===== src/rtl/qbd_pkg.sv =====
package qbd_pkg;
  // Drive enables of one pin, produced as one registered group.
  typedef struct packed {
    logic pd;   // strong pull-down
    logic wpu;  // weak current-source pull-up
    logic spu;  // strong pull-up boost
  } qbd_drive_t;

  localparam int unsigned QBD_DEF_WIDTH  = 8;
  localparam int unsigned QBD_DEF_STAGES = 2;
endpackage


===== src/rtl/qbd_sync.sv =====
module qbd_sync #(
  parameter int unsigned WIDTH   = 1,
  parameter int unsigned STAGES  = 2,
  parameter logic        RST_VAL = 1'b1
) (
  input  logic             clk,
  input  logic             rst,
  input  logic [WIDTH-1:0] d,
  output logic [WIDTH-1:0] q
);
  logic [WIDTH-1:0] chain [STAGES];

  always_ff @(posedge clk) begin
    if (rst) begin
      for (int s = 0; s < STAGES; s++) chain[s] <= {WIDTH{RST_VAL}};
    end else begin
      chain[0] <= d;
      for (int s = 1; s < STAGES; s++) chain[s] <= chain[s-1];
    end
  end

  assign q = chain[STAGES-1];
endmodule


===== src/rtl/qbd_fall_det.sv =====
module qbd_fall_det (
  input  logic clk,
  input  logic rst,
  input  logic lvl,
  output logic fall
);
  logic prev_q;

  always_ff @(posedge clk) begin
    if (rst) prev_q <= 1'b1;
    else     prev_q <= lvl;
  end

  assign fall = prev_q & ~lvl;
endmodule


===== src/rtl/qbd_pin_ctrl.sv =====
module qbd_pin_ctrl
  import qbd_pkg::*;
(
  input  logic       clk,
  input  logic       rst,
  input  logic       wr_stb,
  input  logic       wr_bit,
  input  logic       scl_fall,
  output qbd_drive_t drv
);
  logic latch_q;
  logic boost_q;

  always_ff @(posedge clk) begin
    if (rst) begin
      latch_q <= 1'b1;
      boost_q <= 1'b0;
    end else if (wr_stb) begin
      latch_q <= wr_bit;
      boost_q <= wr_bit;
    end else if (scl_fall) begin
      boost_q <= 1'b0;
    end
  end

  always_comb begin
    drv.pd  = ~latch_q;
    drv.wpu = latch_q;
    drv.spu = boost_q & latch_q;
  end
endmodule


===== src/rtl/qbd_port_ctrl.sv =====
module qbd_port_ctrl
  import qbd_pkg::*;
#(
  parameter int unsigned WIDTH  = QBD_DEF_WIDTH,
  parameter int unsigned STAGES = QBD_DEF_STAGES
) (
  input  logic             clk,
  input  logic             rst,
  input  logic             scl_i,
  input  logic             wr_stb_i,
  input  logic [WIDTH-1:0] wr_data_i,
  input  logic [WIDTH-1:0] pin_i,
  output logic [WIDTH-1:0] pd_en_o,
  output logic [WIDTH-1:0] wpu_en_o,
  output logic [WIDTH-1:0] spu_en_o,
  output logic [WIDTH-1:0] rd_data_o
);
  logic scl_s;
  logic scl_fall;

  qbd_sync #(.WIDTH(1), .STAGES(STAGES), .RST_VAL(1'b1)) u_scl_sync (
    .clk(clk), .rst(rst), .d(scl_i), .q(scl_s)
  );

  qbd_fall_det u_fall (
    .clk(clk), .rst(rst), .lvl(scl_s), .fall(scl_fall)
  );

  qbd_sync #(.WIDTH(WIDTH), .STAGES(STAGES), .RST_VAL(1'b1)) u_pin_sync (
    .clk(clk), .rst(rst), .d(pin_i), .q(rd_data_o)
  );

  for (genvar i = 0; i < WIDTH; i++) begin : g_pin
    qbd_drive_t drv;
    qbd_pin_ctrl u_pin (
      .clk(clk), .rst(rst), .wr_stb(wr_stb_i), .wr_bit(wr_data_i[i]),
      .scl_fall(scl_fall), .drv(drv)
    );
    assign pd_en_o[i]  = drv.pd;
    assign wpu_en_o[i] = drv.wpu;
    assign spu_en_o[i] = drv.spu;
  end
endmodule


===== config.mk =====
export PLATFORM = sky130hd
export DESIGN_NAME = qbd_port_ctrl
export DESIGN_NICKNAME = d
export VERILOG_FILES = /design/src/rtl/qbd_pkg.sv /design/src/rtl/qbd_sync.sv /design/src/rtl/qbd_fall_det.sv /design/src/rtl/qbd_pin_ctrl.sv /design/src/rtl/qbd_port_ctrl.sv
export SDC_FILE = /design/constraint.sdc
export NUM_CORES = 1
export LEC_CHECK = 0
export BUFFER_PORTS_ARGS = -buffer_cell sky130_fd_sc_hd__clkbuf_2
export CAP_MARGIN = 20
export CORE_MARGIN = 2
export CORE_UTILIZATION = 50
export DETAILED_ROUTE_END_ITERATION = 16
export GPL_ROUTABILITY_DRIVEN = 1
export PLACE_DENSITY = 0.8
export REMOVE_ABC_BUFFERS = 1
export SYNTH_ARGS = -nofsm -noshare
export SYNTH_HDL_FRONTEND = slang
export SYNTH_SLANG_ARGS = --single-unit

===== constraint.sdc =====
create_clock -name clk -period 1.65 [get_ports clk]
set_input_delay 0.0825 -clock clk [delete_from_list [all_inputs] [get_ports clk]]
set_output_delay 0.0825 -clock clk [all_outputs]
set_load 0.03 [all_outputs]

==> impl_metrics.toml, run 1 <==
[synth]
netlist_instances = 126
synth_fa_ha_area_frac = 0
synth_top_family_by_area = "simple AND/OR/NAND/NOR gates"
synth_top_cell_by_area = "dfxtp_1"
synthMuxAreaShare = 0
synth_area_um2 = 1300
netlist_top_cells_area = "dfxtp_1, buf_4, or2_2"
synth_compound_area_frac = 0.106
synth-xor-area-share = 0
synth_area_per_cell_um2 = 10.3
yosysWarnings = 0
yosysSeqAreaShare = 0.541
netlist.area_leader.share = 0.541
ys_seq_elements = 35
synth_simple_gate_area_frac = 0.203
yosysUniqueCellTypes = 16

[global_route]
grt.overflow.total = 0
grt_max_degree = 37
grt_use_total = 0.175
antenna_found_initial = 0
grt_pass1_vias = 872
grt_pass1_wl_mm = 3.50

[worst_setup_path]
worstPathArrival_ns = 1.09
cp_data_required_time_ns = 1.57
rr_worst_depth = 2
critPathKind = "flop to primary output"
critPathLaunch = "g_pin[2].u_pin.latch_q"
cp-endpoint = "spu_en_o[2]"
start_kind = "flop"
regToRegStartpoint = "u_fall.prev_q"
regToRegSetupSlack_ns = 0.52
cp-end-kind = "primary output"
r2r_end = "g_pin[6].u_pin.boost_q"
critPathMaxFanout = 3

[sta]
slew_violations = 0
rsz0062_at_grt = "false"
fin_crit_ns = 1.17
period_share = 0.708
setup_viol = 0
final.setup_skew_ns = 0.00532
tightest_slew_ns = 0.607
fin_ws_ns = 0.482
fin_tns_setup_ns = 0
hold_slack_ns = 0.0232
max-slew-margin-rel = 0.594
fmax_ghz = 0.856
hold_violations = 0

[power]
pwr-share-clk = 0.267
p_seq_frac = 0.564
intPower_mw = 1.16
power_switching_uw = 452
swShare = 0.280
power_frac_comb = 0.169
p_per_area_nw_per_um2 = 988
leakage_nw = 0.778
peakVddDrop_v = 0.000580

[final_layout]
fin_util = 0.659
n_antenna_cell = 0
final_cell_mix = "clkbuf_2, dfxtp_1, or2_2"
nets = 197
n_fill_cell = 222
synthToLayoutAreaGrowth_pct = 25.9
instances_no_fill = 208
drive_gt1_frac = 0.433
final_common_cell = "clkbuf_2"

[cts]
ctsHoldBuffers = 15
clock_latency_ns = 0.33
clk_pin_slew_ns = 0.10
cts_buffers = 5
clockBufferDepth = 2
post_cts_buffers = 0
cts_tree = "built"
cts_root_buf = "clkbuf_4"
cts.htree.levels = 2
post_cts_resized = 0
clock-sinks = 35

[status]
status = "complete, no violations"

[place]
dp_slack_ns = 0.553
post-dp-hpwl_mm = 1.57
gp_congestion = 0.637
place_inst = 185
port_buffers = 51

[route]
drt_first_pass_iters = 5
routed_wl_mm = 2.44
viasPerCell = 4.75
via_count = 988
antenna_left = 0
drt_iter0_drc = 20
wl_per_cell_um = 11.7
drc = 0

[floorplanning]
die_y_um = 54.9
initial_core_util = 0.523
ios = 52
die-area_um2 = 3020
core_um2 = 2480
rows = 18
die_w_um = 54.9

[hold_path]
min_from = "wr_data_i[2]"
hold_path_class = "input pin to flop"

[run]
maxCapViolations = 0
==> critical path: stages (launching register included) <==
cell and delay [ns]:
dfxtp_1 0.38, and2_1 0.16, clkbuf_2 0.22
==> cell families after synthesis <==
kind of cell	count (synthesis)
buf+inv	31
simple gates	44
flops	35
compound gates	16
==> layout make-up <==
type / count / area (µm²) / area share
Sequential cell: 35 / 701 / 0.429
Timing Repair Buffer: 66 / 405 / 0.248
Clock inverter: 2 / 12.5 / 0.00767
Tap cell: 30 / 37.5 / 0.0230
Inverter: 9 / 33.8 / 0.0207
Multi-Input combinational cell: 60 / 400 / 0.245
Clock buffer: 6 / 41.3 / 0.0253
==> per-stage QoR <==
step                      instance area, µm²  power, mW
after floorplan                         1130       1.08
after global placement                  1430       1.17
after detailed placement                1430       1.17
after CTS                               1630       1.64
after global routing                    1630       1.70
final                                   1630       1.61
==> routing by layer <==
| metal | vias up | routed length (µm) | GRT usage |
|---|---|---|---|
| li1 | 494 | - | - |
| met1 | 445 | 919 | 0.178 |
| met2 | 39 | 1270 | 0.264 |
| met3 | 10 | 130 | 0.0538 |
| met4 | 0 | 119 | 0.203 |
| met5 | - | 0 | 0 |
==> sequential cells by signal, summed over array words and instances (netlist names) <==
name and count:
g_pin.u_pin.boost_q 8, g_pin.u_pin.latch_q 8, u_fall.prev_q 1, u_pin_sync.chain 16
u_scl_sync.chain 2
==> cell usage after synthesis <==
cell and n:
dfxtp_1 35, or2_2 17, buf_4 16, inv_1 9, and2_1 8, nand2_1 8, o211ai_1 8, nand2b_1 7
o32ai_1 7, buf_2 3, buf_6 2, or2_1 2, clkbuf_1 1, nand2b_4 1, nor2b_1 1, o32ai_2 1
==> worst min path at each step <==
stage                             end  slack (ns)  cells past startpoint
2_1_floorplan  g_pin[1].u_pin.boost_q        0.18                      1
3_3_place_gp   u_pin_sync.chain[0][0]        0.27                      2
3_5_place_dp   u_scl_sync.chain[0][0]        0.27                      2
4_1_cts        g_pin[2].u_pin.latch_q       0.007                      3
5_1_grt        g_pin[2].u_pin.latch_q        0.02                      3
6_report       g_pin[2].u_pin.latch_q        0.02                      3
==> power groups by stage <==
stage          Clock [mW]  Combinational, mW  Sequential, mW
4_1_cts             0.457              0.273           0.910
5_1_grt             0.496              0.292           0.916
6_report            0.430              0.273           0.910
2_1_floorplan           0              0.112           0.968
3_3_place_gp            0              0.239           0.927
3_5_place_dp            0              0.245           0.929
(Power assumes the default switching activity.)
==> run 2, diff against run 1 <==
CORE_UTILIZATION = 46   (was 50)
PLACE_DENSITY = 0.75   (was 0.8)
clock period = 1.2 ns   (was 1.65 ns; I/O delays follow)
==> run 2 against run 1 <==
  * Utilization fell by 4.2 points
  * Critical path type is now flop to flop
  * Clock-buffer cell count fell by 1
  * Largest cell class unchanged
  * Register-to-register slack got worse by 0.41 ns
  * Routed wire length decreased by 8.0%
  * Non-clock buffer count up 1
  * First-iteration DRC count down 35%
  * Setup slack lost 0.38 ns
  * Die area is 8.1% higher
  * Clock skew grew 0.0022 ns
==> impl_metrics.toml, run 2 (synthesis results as in run 1) <==
[status]
status = "complete, no violations"

[place]
gp_congestion = 0.757
post-dp-hpwl_mm = 1.49
place_area_um2 = 1430
port_buffers = 51

[route]
drt_iter0_drc = 13
routed_wl_mm = 2.24
via_count = 961
wl_per_cell_um = 10.7
drc = 0
viasPerCell = 4.58
antenna_left = 0
drt_first_pass_iters = 4

[worst_setup_path]
crit_slowest_cell = "nor2b_1"
rr_worst_depth = 2
worstPathArrival_ns = 1.28
critPathTopFamily = "simple AND/OR/NAND/NOR gates"
critPathKind = "flop to flop"
path_cells = "nor2b_1 -> o32ai_1"
regToRegSetupSlack_ns = 0.11
cp-end-kind = "flop"
critPathMaxStageDelay_ns = 0.49
critPathMaxFanout = 8
regToRegStartpoint = "u_fall.prev_q"
critPathBufInv = 0
r2r_end = "g_pin[5].u_pin.boost_q"
cp_data_required_time_ns = 1.39
start_kind = "flop"

[final_layout]
reg_top3 = "u_pin_sync.chain (16), g_pin.u_pin.boost_q (8), g_pin.u_pin.latch_q (8)"
fin_util = 0.616
largest_reg_flops = 16
drive_gt1_frac = 0.436
nets = 198
final_common_cell = "clkbuf_2"
final_cell_area_um2 = 1670
synthToLayoutAreaGrowth_pct = 28.9
n_antenna_cell = 0
final_cell_mix = "clkbuf_2, dfxtp_1, or2_2"
n_fill_cell = 240
largest-register = "u_pin_sync.chain"

[sta]
tightest_slew_ns = 0.588
period_share = 0.912
final.setup_skew_ns = 0.00749
fmax_ghz = 0.914
max-slew-margin-rel = 0.607
rsz0062_at_grt = "false"
slew_violations = 0
fin_crit_ns = 1.09
setup_viol = 0
hold_violations = 0
fin_tns_setup_ns = 0

[cts]
clk_pin_slew_ns = 0.10
cts_tree = "built"
clock-sinks = 35
cts_root_buf = "clkbuf_4"
post_cts_resized = 0
clockBufferDepth = 2
cts_buffers = 5
cts.htree.levels = 2
clock_latency_ns = 0.32

[power]
leakage_nw = 0.799
p_per_area_nw_per_um2 = 1460
peakVddDrop_v = 0.00119

[floorplanning]
initial_core_util = 0.478
ios = 52
die-area_um2 = 3260
rows = 19
core_um2 = 2710
die_w_um = 57.1
die_y_um = 57.1

[global_route]
grt_pass1_wl_mm = 3.64
grt.overflow.total = 0
grt_use_total = 0.146
grt_max_degree = 37
grt_pass1_vias = 884
antenna_found_initial = 0

[run]
maxCapViolations = 0

[hold_path]
hold-path-endpoint = "g_pin[0].u_pin.boost_q"
min_from = "wr_data_i[0]"
worstHoldPathCells = 3
hold_path_class = "input pin to flop"
## run 2: cell count changes in the layout (fill, tap and decap cells not counted)
| cell | previous run | this run |
|---|---|---|
| bufinv_16 | 0 | 1 |
| clkbuf_1 | 1 | 0 |
| clkinv_4 | 0 | 1 |
| clkinvlp_4 | 1 | 0 |
| dlygate4sd3_1 | 15 | 16 |
## run 2: power by group
group / leakage, nW / switching [mW] / internal, mW
combinational: 0.463 / 0.227 / 0.148
sequential: 0.290 / 0.0261 / 1.22
clock: 0.0452 / 0.373 / 0.438
## run 2: worst max-delay path by stage
stage | startpoint | endpoint | cells past startpoint
global placement | u_fall.prev_q | g_pin[4].u_pin.boost_q | 2
finish | u_fall.prev_q | g_pin[5].u_pin.boost_q | 2
floorplan | g_pin[5].u_pin.latch_q | g_pin[5].u_pin.latch_q | 2
detailed placement | u_fall.prev_q | g_pin[6].u_pin.boost_q | 2
CTS | g_pin[0].u_pin.boost_q | spu_en_o[0] | 2
global route | g_pin[0].u_pin.boost_q | spu_en_o[0] | 2
## run 2: layout make-up
| class | instances | area, µm² | area share |
|---|---|---|---|
| well taps | 31 | 38.8 | 0.0232 |
| inverters | 9 | 33.8 | 0.0202 |
| repair buffers | 67 | 415 | 0.249 |
| multi-input cells | 60 | 400 | 0.240 |
| clock buffers | 5 | 37.5 | 0.0225 |
| flip-flops and latches | 35 | 701 | 0.419 |
| clock inverters | 3 | 43.8 | 0.0262 |
## run 2: stage by stage
stage / total power, mW / cells / hold slack, ns / setup WS [ns]
final: 2.44 / 210 / 0.0134 / 0.106
after floorplan: 1.49 / 104 / 0.156 / 0.199
after global routing: 2.55 / 210 / 0.00453 / 0.0268
after global placement: 1.60 / 186 / 0.243 / 0.139
after detailed placement: 1.61 / 186 / 0.244 / 0.104
after CTS: 2.46 / 210 / 0.00577 / 0.0862
## run 2: repair_timing
action                    in CTS  in global routing
hold endpoints to repair      21                  0
hold buffers                  16                  0
setup buffers                  0                  0
## run 2: metal layers
metal  part of all wire  track usage  up-vias
li1                   -            -      502
met1               0.41        0.164      426
met2               0.53        0.245       29
met3              0.041       0.0476        4
met4              0.014       0.0831        0
met5                  0            0        -
## run 2: worst min-delay path, stage by stage
cell and delay [ns]:
clkbuf_2 0.08, nand2_1 0.07, o32ai_2 0.09
